**config.mk**
```make
export PLATFORM = sky130hd
export DESIGN_NAME = tw_eeprom_if
export DESIGN_NICKNAME = d
export VERILOG_FILES = /design/src/rtl/tw_pkg.sv /design/src/rtl/tw_sync.sv /design/src/rtl/tw_wr_timer.sv /design/src/rtl/tw_regfile.sv /design/src/rtl/tw_ctrl.sv /design/src/rtl/tw_eeprom_if.sv
export SDC_FILE = /design/constraint.sdc
export NUM_CORES = 1
export LEC_CHECK = 0
export BUFFER_PORTS_ARGS = -buffer_cell sky130_fd_sc_hd__buf_2
export CORE_AREA = 5 5 121 123
export DETAILED_ROUTE_END_ITERATION = 16
export DIE_AREA = 0 0 126 128
export PLACE_DENSITY = 0.87
export SETUP_SLACK_MARGIN = 0.5
export SLEW_MARGIN = 20
export SYNTH_ARGS = -nofsm -noshare
export SYNTH_HDL_FRONTEND = slang
export SYNTH_SLANG_ARGS = --single-unit
```
**constraint.sdc**
```tcl
create_clock -name clk -period 6.9 [get_ports clk]
set_input_delay 1.38 -clock clk [delete_from_list [all_inputs] [get_ports clk]]
set_output_delay 1.38 -clock clk [all_outputs]
set_load 0.05 [all_outputs]
```
**src/rtl/tw_pkg.sv**
```systemverilog
package tw_pkg;
  typedef enum logic [1:0] {
    OP_WRDI  = 2'b00,
    OP_WRITE = 2'b01,
    OP_READ  = 2'b10,
    OP_WREN  = 2'b11
  } tw_op_e;

  typedef enum logic [2:0] {
    ST_IDLE,
    ST_CMD,
    ST_WDATA,
    ST_RDATA,
    ST_STATUS,
    ST_HOLD
  } tw_state_e;
endpackage

```
**src/rtl/tw_sync.sv**
```systemverilog
module tw_sync #(
  parameter int W = 3,
  parameter int STAGES = 2,
  parameter logic [W-1:0] RST_VAL = '0
) (
  input  logic         clk,
  input  logic         rst_n,
  input  logic [W-1:0] d,
  output logic [W-1:0] q
);
  for (genvar gi = 0; gi < W; gi++) begin : g_bit
    logic [STAGES-1:0] chain;
    always_ff @(posedge clk or negedge rst_n) begin
      if (!rst_n) chain <= {STAGES{RST_VAL[gi]}};
      else        chain <= {chain[STAGES-2:0], d[gi]};
    end
    assign q[gi] = chain[STAGES-1];
  end
endmodule

```
**src/rtl/tw_wr_timer.sv**
```systemverilog
module tw_wr_timer #(
  parameter int WR_CYCLES = 1000
) (
  input  logic clk,
  input  logic rst_n,
  input  logic start,
  output logic busy
);
  localparam int CW = $clog2(WR_CYCLES + 1);
  localparam logic [CW-1:0] LOAD = CW'(WR_CYCLES - 1);

  logic [CW-1:0] cnt_q, cnt_n;
  logic          busy_q, busy_n;

  always_comb begin
    cnt_n  = cnt_q;
    busy_n = busy_q;
    if (start && !busy_q) begin
      busy_n = 1'b1;
      cnt_n  = LOAD;
    end else if (busy_q) begin
      if (cnt_q == '0) busy_n = 1'b0;
      else             cnt_n  = cnt_q - 1'b1;
    end
  end

  always_ff @(posedge clk or negedge rst_n) begin
    if (!rst_n) begin
      cnt_q  <= '0;
      busy_q <= 1'b0;
    end else begin
      cnt_q  <= cnt_n;
      busy_q <= busy_n;
    end
  end

  assign busy = busy_q;

  a_r5_busy_from_start: assert property (@(posedge clk) disable iff (!rst_n)
    $rose(busy_q) |-> $past(start));
endmodule

```
**src/rtl/tw_regfile.sv**
```systemverilog
module tw_regfile #(
  parameter int AW = 4,
  parameter int DW = 8
) (
  input  logic          clk,
  input  logic          rst_n,
  input  logic          we,
  input  logic [AW-1:0] waddr,
  input  logic [DW-1:0] wdata,
  input  logic [AW-1:0] raddr,
  output logic [DW-1:0] rdata
);
  localparam int DEPTH = 1 << AW;

  logic [DW-1:0] mem [DEPTH];

  always_ff @(posedge clk or negedge rst_n) begin
    if (!rst_n) begin
      for (int i = 0; i < DEPTH; i++) mem[i] <= '0;
    end else if (we) begin
      mem[waddr] <= wdata;
    end
  end

  assign rdata = mem[raddr];
endmodule

```
**src/rtl/tw_ctrl.sv**
```systemverilog
module tw_ctrl
  import tw_pkg::*;
#(
  parameter int AW = 4,
  parameter int DW = 8
) (
  input  logic          clk,
  input  logic          rst_n,
  input  logic          cs_s,
  input  logic          sck_s,
  input  logic          di_s,
  input  logic          busy,
  input  logic [DW-1:0] rdata,
  output logic [AW-1:0] raddr,
  output logic          wr_start,
  output logic [AW-1:0] waddr,
  output logic [DW-1:0] wdata,
  output logic          dout,
  output logic          dout_oe
);
  localparam int MAXB = (AW + 2 > DW) ? AW + 2 : DW;
  localparam int CNTW = $clog2(MAXB + 1);
  localparam logic [CNTW-1:0] ADDR_LAST = CNTW'(AW + 1);
  localparam logic [CNTW-1:0] DATA_LAST = CNTW'(DW - 1);
  localparam logic [CNTW-1:0] DATA_LEN  = CNTW'(DW);

  tw_state_e     state_q, state_n;
  logic [CNTW-1:0] cnt_q, cnt_n;
  logic [AW+1:0] sh_q, sh_n;
  logic [AW-1:0] addr_q, addr_n;
  logic [DW-1:0] buf_q, buf_n;
  logic          wen_q, wen_n;
  logic          dout_q, dout_n;
  logic          oe_q, oe_n;
  logic          cs_q, sck_q;
  logic          start;

  logic          cs_fall, sck_rise, sck_fall;
  logic [AW+1:0] word;
  tw_op_e        op;

  assign cs_fall  = cs_q & ~cs_s;
  assign sck_rise = ~sck_q & sck_s;
  assign sck_fall = sck_q & ~sck_s;
  assign word     = {sh_q[AW:0], di_s};
  assign op       = tw_op_e'(word[AW+1:AW]);
  assign raddr    = word[AW-1:0];

  always_comb begin
    state_n = state_q;
    cnt_n   = cnt_q;
    sh_n    = sh_q;
    addr_n  = addr_q;
    buf_n   = buf_q;
    wen_n   = wen_q;
    dout_n  = dout_q;
    oe_n    = oe_q;
    start   = 1'b0;
    if (cs_s) begin
      state_n = ST_IDLE;
      oe_n    = 1'b0;
    end else begin
      unique case (state_q)
        ST_IDLE: begin
          if (cs_fall) begin
            if (!sck_s) begin
              state_n = ST_STATUS;
              oe_n    = 1'b1;
              dout_n  = ~busy;
            end else if (busy) begin
              state_n = ST_HOLD;
            end else begin
              state_n = ST_CMD;
              cnt_n   = '0;
            end
          end
        end
        ST_CMD: begin
          if (sck_rise) begin
            sh_n  = word;
            cnt_n = cnt_q + 1'b1;
            if (cnt_q == ADDR_LAST) begin
              cnt_n = '0;
              unique case (op)
                OP_READ: begin
                  buf_n   = rdata;
                  state_n = ST_RDATA;
                end
                OP_WRITE: begin
                  addr_n  = word[AW-1:0];
                  state_n = ST_WDATA;
                end
                OP_WREN: begin
                  wen_n   = 1'b1;
                  state_n = ST_HOLD;
                end
                OP_WRDI: begin
                  wen_n   = 1'b0;
                  state_n = ST_HOLD;
                end
              endcase
            end
          end
        end
        ST_WDATA: begin
          if (sck_rise) begin
            buf_n = {buf_q[DW-2:0], di_s};
            cnt_n = cnt_q + 1'b1;
            if (cnt_q == DATA_LAST) begin
              state_n = ST_HOLD;
              start   = wen_q;
            end
          end
        end
        ST_RDATA: begin
          if (sck_fall) begin
            if (cnt_q < DATA_LEN) begin
              oe_n   = 1'b1;
              dout_n = buf_q[DW-1];
              buf_n  = {buf_q[DW-2:0], 1'b0};
              cnt_n  = cnt_q + 1'b1;
            end else begin
              oe_n    = 1'b0;
              state_n = ST_HOLD;
            end
          end
        end
        ST_STATUS: begin
          oe_n   = 1'b1;
          dout_n = ~busy;
        end
        default: ;
      endcase
    end
  end

  always_ff @(posedge clk or negedge rst_n) begin
    if (!rst_n) begin
      state_q <= ST_IDLE;
      cnt_q   <= '0;
      sh_q    <= '0;
      addr_q  <= '0;
      buf_q   <= '0;
      wen_q   <= 1'b0;
      dout_q  <= 1'b0;
      oe_q    <= 1'b0;
      cs_q    <= 1'b1;
      sck_q   <= 1'b0;
    end else begin
      state_q <= state_n;
      cnt_q   <= cnt_n;
      sh_q    <= sh_n;
      addr_q  <= addr_n;
      buf_q   <= buf_n;
      wen_q   <= wen_n;
      dout_q  <= dout_n;
      oe_q    <= oe_n;
      cs_q    <= cs_s;
      sck_q   <= sck_s;
    end
  end

  assign wr_start = start;
  assign waddr    = addr_q;
  assign wdata    = {buf_q[DW-2:0], di_s};
  assign dout     = dout_q;
  assign dout_oe  = oe_q;

  a_r4_oe_needs_select: assert property (@(posedge clk) disable iff (!rst_n)
    (cs_s && $past(cs_s)) |-> !oe_q);

  a_r3_oe_only_in_output_phase: assert property (@(posedge clk) disable iff (!rst_n)
    (oe_q && !cs_s) |-> (state_q == ST_RDATA || state_q == ST_STATUS));

  a_r8_status_follows_ready: assert property (@(posedge clk) disable iff (!rst_n)
    ($fell(busy) && state_q == ST_STATUS && !cs_s) |=> dout_q);
endmodule

```
**src/rtl/tw_eeprom_if.sv**
```systemverilog
module tw_eeprom_if #(
  parameter int AW = 4,
  parameter int DW = 8,
  parameter int WR_CYCLES = 1000,
  parameter int SYNC_STAGES = 2
) (
  input  logic clk,
  input  logic rst_n,
  input  logic cs_n,
  input  logic sclk,
  input  logic din,
  output logic dout,
  output logic dout_oe,
  output logic rdy
);
  logic [1:0]    rst_pipe;
  logic          rst_core_n;
  logic [2:0]    pins_s;
  logic          busy, wr_start;
  logic [AW-1:0] raddr, waddr;
  logic [DW-1:0] rdata, wdata;

  always_ff @(posedge clk or negedge rst_n) begin
    if (!rst_n) rst_pipe <= 2'b00;
    else        rst_pipe <= {rst_pipe[0], 1'b1};
  end
  assign rst_core_n = rst_pipe[1];

  tw_sync #(.W(3), .STAGES(SYNC_STAGES), .RST_VAL(3'b001)) u_sync (
    .clk(clk), .rst_n(rst_core_n), .d({din, sclk, cs_n}), .q(pins_s)
  );

  tw_ctrl #(.AW(AW), .DW(DW)) u_ctrl (
    .clk(clk), .rst_n(rst_core_n),
    .cs_s(pins_s[0]), .sck_s(pins_s[1]), .di_s(pins_s[2]),
    .busy(busy), .rdata(rdata), .raddr(raddr),
    .wr_start(wr_start), .waddr(waddr), .wdata(wdata),
    .dout(dout), .dout_oe(dout_oe)
  );

  tw_regfile #(.AW(AW), .DW(DW)) u_mem (
    .clk(clk), .rst_n(rst_core_n), .we(wr_start),
    .waddr(waddr), .wdata(wdata), .raddr(raddr), .rdata(rdata)
  );

  tw_wr_timer #(.WR_CYCLES(WR_CYCLES)) u_timer (
    .clk(clk), .rst_n(rst_core_n), .start(wr_start), .busy(busy)
  );

  assign rdy = ~busy;

  a_r9_no_launch_while_busy: assert property (@(posedge clk) disable iff (!rst_core_n)
    wr_start |-> !busy);

  a_r5_launch_makes_busy: assert property (@(posedge clk) disable iff (!rst_core_n)
    wr_start |=> !rdy);
endmodule

```
-- Word level (Yosys, flattened, before mapping)
Index checks and enable logic that the tools add are counted.
- register bits: 176
- word-level logic and storage cells: 154
- add/subtract/negate cells: 2
- $lt $le $gt $ge: 4
- eq/ne operators: 28
- muxes and demuxes: 56
- bitwise operators: 9
- reductions and logical operators: 23
- operator list (cell ; count):
    128-bit bitwise mux ; 1
    8-bit two-way mux ; 9
    8-bit binary-select mux with 4-bit select ; 1
    8-bit demux with 4-bit select ; 1
    4-bit two-way mux ; 8
    10-bit two-way mux ; 3
    3-bit two-way mux ; 10
    8-bit one-hot mux with 3 select lines ; 1
    3-bit by 2-bit != test with 1-bit output (second input constant) ; 6
    1-bit two-way mux ; 16
    2-bit by 1-bit != test with 1-bit output (second input constant) ; 8
    4-bit one-hot mux with 4 select lines ; 1
    8-bit AND reduction ; 2
    3-bit one-hot mux with 4 select lines ; 1
    5-bit >= comparator (second input constant) ; 2
    10-bit zero test ; 1
    4-bit inverter with 5-bit output ; 2
    5-bit AND reduction ; 2
    10-bit by 1-bit subtractor with 10-bit output (second input constant) ; 1
    3-bit one-hot mux with 3 select lines ; 1
    9-bit AND reduction ; 1
    4-bit by 3-bit == test with 1-bit output (second input constant) ; 2
    4-bit nonzero test ; 2
    3-bit by 2-bit == test with 1-bit output (second input constant) ; 2
    25 further kinds ; 38

-- Logic depth before layout (Yosys ltp)
- depth in word-level cells: 8
- gate-level depth with buffers: 8
- gate-level depth less buffers: 7

-- Modules after synthesis
Synthesis repeated with hierarchy kept, for this count alone.
- cell total of the unflattened synthesis: 611
- area, all modules: 8505.7 um^2
- by module, submodules not included (module ; times used ; cells each ; area an instance (um^2) ; seq. area each (um^2)):
    tw_regfile ; 1 ; 365 ; 5915.7 ; 3203.1
    tw_ctrl ; 1 ; 176 ; 1796.7 ; 726.9
    tw_wr_timer ; 1 ; 57 ; 560.5 ; 275.3
    tw_sync ; 1 ; 9 ; 175.2 ; 152.6
    tw_eeprom_if ; 1 ; 4 ; 57.6 ; 50.0

-- Least setup slack after synthesis
OpenSTA, ideal clock, no wires.
- path kind: reg2out
- start point: register u_timer.busy_q, in the netlist u_timer.busy
- end point: output port rdy
- data arrival time: 776 ps
- required time: 5520 ps
- slack: 4744 ps
- stages on the path, launching flop included: 2
- buffers on the path: 0
- cells stage by stage: dfrtp_1 > inv_1
- longest elaborated chain between the ends: 1
- RTL lines (what ; RTL line ; source):
    start: declaration ; tw_wr_timer.sv:13 ; logic busy_q, busy_n;
    start signal: assignment ; tw_wr_timer.sv:33 ; busy_q <= busy_n;
    1-bit inverter ; tw_eeprom_if.sv:50 ; assign rdy = ~busy;
    end: declaration ; tw_eeprom_if.sv:14 ; output logic rdy
No other way between the ends.

-- Worst setup path in the final report
- start point: register u_ctrl.state_q[0]
- end point: register u_mem.mem[23] in the netlist's numbering
- longest elaborated chain between the ends: 3
- RTL lines (what ; RTL line ; source):
    start: declaration ; tw_ctrl.sv:27 ; tw_state_e state_q, state_n;
    start signal: assignment ; tw_ctrl.sv:150 ; state_q <= state_n;
    3-bit by 2-bit == test with 1-bit output ; tw_ctrl.sv:63 ; unique case (state_q)
    1-bit two-way mux ; tw_ctrl.sv:63 ;
    1-bit two-way mux ; tw_ctrl.sv:59 ; if (cs_s) begin
    end signal: indexed assignment ; tw_regfile.sv:21 ; mem[waddr] <= wdata;
    end: declaration ; tw_regfile.sv:15 ; logic [DW-1:0] mem [DEPTH];
No other way between the ends.
A chain may end at the register's enable or synchronous reset.

==> results.yml <==
critical_path:
  critPathKind: "reg -> reg"
  critPathMaxStageDelay_ps: 640
  crit_arrival_ps: 3090
  critPathMaxFanout: 25
  critPathLaunchType: "flop"
  reg2reg_slack_ps: 4120
  crit_chain: "nor3b_1 > and4_1 > nand3b_2 > nor2_2 > mux2_2"
  cp-end-kind: "flop"
  critPathSlowestCell: "dfrtp_1"
  cp_data_required_time_ps: 7220
  rr_worst_depth: 5
  reg2reg_to: "u_mem.mem[23]$_DFFE_PN0P_"
  reg2reg_from: "u_ctrl.state_q[0]$_DFFE_PN0P_"
clock_network:
  clkTransAtPathRegs_ps: 70
  cts_buffers: 17
  htree_levels: 4
  cts_resized: 0
  clockRootBuffer: "clkbuf_16"
  cts_max_path_buffers: 2
  cts_tree: "yes"
  ctsHoldBuffers: 0
  post_cts_buffers: 0
  clkSinkCount: 176
  clk-insertion-delay-late_ps: 430
timing:
  finalCritPeriodShare_pct: 40.2
  tns_ps: 0
  max-slew-margin-rel_pct: 25.2
  final_hold_viol_count: 0
  max_freq_ghz: 0.360
  period_minus_slack_ps: 2780
  tightestPinTransition_ps: 1120
  setup_violations: 0
  timing.final.max_slew_violations: 0
  rsz0062_at_grt: "false"
  skew_ps: 9.89
place:
  dp.cells: 746
  dp_hpwl_um: 10700
  finalWeightedCongestion: 0.872
  port-buffer-count: 7
synth:
  synth_async_sr_flop_share_pct: 100
  yosysUniqueCellTypes: 58
  post-synth-top-count-cell: "dfrtp_1"
  yosys-top-cells-count: "173 x dfrtp_1, 131 x mux2_2, 32 x a21oi_1, 31 x mux4_2, 25 x clkbuf_1"
  syn_nets: 604
  yosys.area_share.adder_pct: 1.07
  synth_warnings: 0
  synth_top_family_by_area: "multiplexers"
  synth_top_area_share_pct: 52.7
  synth_xor_area_share_pct: 0.533
  synth_simple_gate_area_share_pct: 7.66
  synth-seq-cells: 176
  synthCells: 592
  yosys-top-cells-area: "dfrtp_1 53%, mux2_2 18%, mux4_2 8.5%, a21oi_1 1.9%, mux2_4 1.5%"
  synthFlopType: "dfrtp_1"
  yosysTopAreaCell: "dfrtp_1"
  syn_area_per_cell_um2: 13.9
  syn_area_um2: 8220
  yosysSeqAreaShare_pct: 53.6
  muxShareOfSynthArea_pct: 28.1
  synth_compound_area_share_pct: 6.35
  synth-edff-count: 0
floorplan:
  initial_core_util_pct: 60.6
  num_io_pins: 8
  die_h_um: 128
  num_rows: 43
  dieArea_um2: 16100
  coreArea_um2: 13600
  die_x_um: 126
cells_and_area:
  area_growth_pct: 8.62
  layout-drive-gt1-share_pct: 41.0
  final_core_util_pct: 65.8
  antennaDiodeCount: 0
  finalNetCount: 597
  final_cells: 778
routing:
  met2WireLength_um: 8560
  drt_pass1_iterations: 5
  m1WireLength_um: 7210
  ant_nets: 0
  wl_per_cell_um: 21.8
  met3_length_um: 761
  drc: 0
  wirelength_um: 17000
  vias_per_cell: 6.38
  drt_iter0_markers: 439
  highest-signal-layer: "met4"
  vias: 4964
global_routing:
  grt_pass1_vias: 5294
  grt_pass1_wl_um: 28100
  grt.total_usage_pct: 22.4
  grt_max_degree: 68
  grt-ovfl-total: 0
  antenna_found_initial: 0
min_path:
  holdPathEnd: "u_sync.g_bit[1].chain[1]$_DFF_PN0_"
  hp-class: "reg -> reg"
  worstHoldStart: "u_sync.g_bit[1].chain[0]$_DFF_PN0_"
  min_path_cells: 0
power_and_ir_drop:
  total_power_mw: 2.11
  p_leak_nw: 4.14
  p_per_area_nw_per_um2: 237
  ir_worst_vdd_v: 0.000217
outcome:
  run_status: "finished, final reports clean"
run:
  cap_violations: 0
metal layers:
metal	GRT usage, %	vias up
li1	-	2155
met3	5.29	35
met2	36.9	151
met4	8.83	0
met1	29.0	2623
met5	0	-
critical path, delay by kind of cell (launching register included):
family        cells  cell delay, ps
mux               1             410
simple gates      4            1610
flops             1             640
report_power, final:
group          switching, mW  total, mW  internal (mW)
combinational         0.0671      0.101         0.0339
clock                  0.421      0.946          0.525
sequential            0.0252       1.07           1.04
total                  0.513       2.11           1.60
how the worst max path moves through the flow:
stage	start	end	slack (ps)
after global routing	u_ctrl.state_q[0]$_DFFE_PN0P_	u_mem.mem[45]$_DFFE_PN0P_	3920
after floorplan	rst_pipe[1]$_DFF_PN0_	u_ctrl.buf_q[0]$_DFFE_PN0P_	1640
final	u_ctrl.state_q[0]$_DFFE_PN0P_	u_mem.mem[23]$_DFFE_PN0P_	4120
after global placement	u_ctrl.state_q[0]$_DFFE_PN0P_	u_mem.mem[21]$_DFFE_PN0P_	4290
after CTS	u_ctrl.state_q[0]$_DFFE_PN0P_	u_mem.mem[23]$_DFFE_PN0P_	4140
after detailed placement	u_ctrl.state_q[0]$_DFFE_PN0P_	u_mem.mem[22]$_DFFE_PN0P_	4160
placed cells by master (no fill, tap or decap), drive strengths merged, types with 4 or more instances in the layout:
| cell | netlist | final |
|---|---|---|
| dfrtp | 173 | 173 |
| mux2 | 139 | 139 |
| a21oi | 32 | 32 |
| nor2 | 32 | 32 |
| mux4 | 31 | 31 |
| clkbuf | 25 | 20 |
| nand2 | 16 | 16 |
| inv | 10 | 16 |
| a22oi | 15 | 15 |
| buf | 13 | 12 |
| nor3 | 9 | 9 |
| nor2b | 8 | 8 |
| o21ai | 7 | 7 |
| ha | 7 | 7 |
| nor3b | 6 | 6 |
| nand3 | 6 | 6 |
| nand2b | 5 | 5 |
| a31oi | 5 | 5 |
| o211ai | 5 | 5 |
| xnor2 | 5 | 5 |
| nand3b | 4 | 4 |
final cells by class:
type,instances,area [µm²]
flip-flops and latches,176,4410
inverters,10,37.5
fillers,933,4630
repair buffers,12,72.6
clock inverters,12,123
well taps,180,225
clock buffers,20,457
multi-input cells,368,3600
cells by family (layout without fill, tap and decap cells):
family	after synthesis	in the layout
multiplexers	172	172
flip-flops	176	176
XOR/XNOR	5	5
adder cells (fa/ha/maj)	7	7
other	1	1
AND/OR/NAND/NOR	103	103
AO/OA/AOI/OAI	80	80
buffers and inverters	48	54
state kept, by name, summed over array words and instances, names as in the netlist:
register	count
u_ctrl.state_q	3
rst_pipe	2
u_ctrl.sck_q	1
u_ctrl.waddr	4
u_ctrl.wen_q	1
u_timer.cnt_q	10
u_ctrl.dout	1
u_ctrl.sh_q	5
u_sync.g_bit.chain	6
u_ctrl.cnt_q	4
u_timer.busy	1
u_mem.mem	128
u_ctrl.dout_oe	1
u_ctrl.buf_q	8
u_ctrl.cs_q	1
per-stage QoR:
stage,worst slack [ps],hold WS (ps),instance area (µm²)
4_1_cts,4140,350,8930
2_1_floorplan,1640,331,8220
6_report,4120,349,8930
3_3_place_gp,4290,335,8350
5_1_grt,3920,358,8930
3_5_place_dp,4160,336,8350
Note: power is estimated with default switching activity, not from simulation.
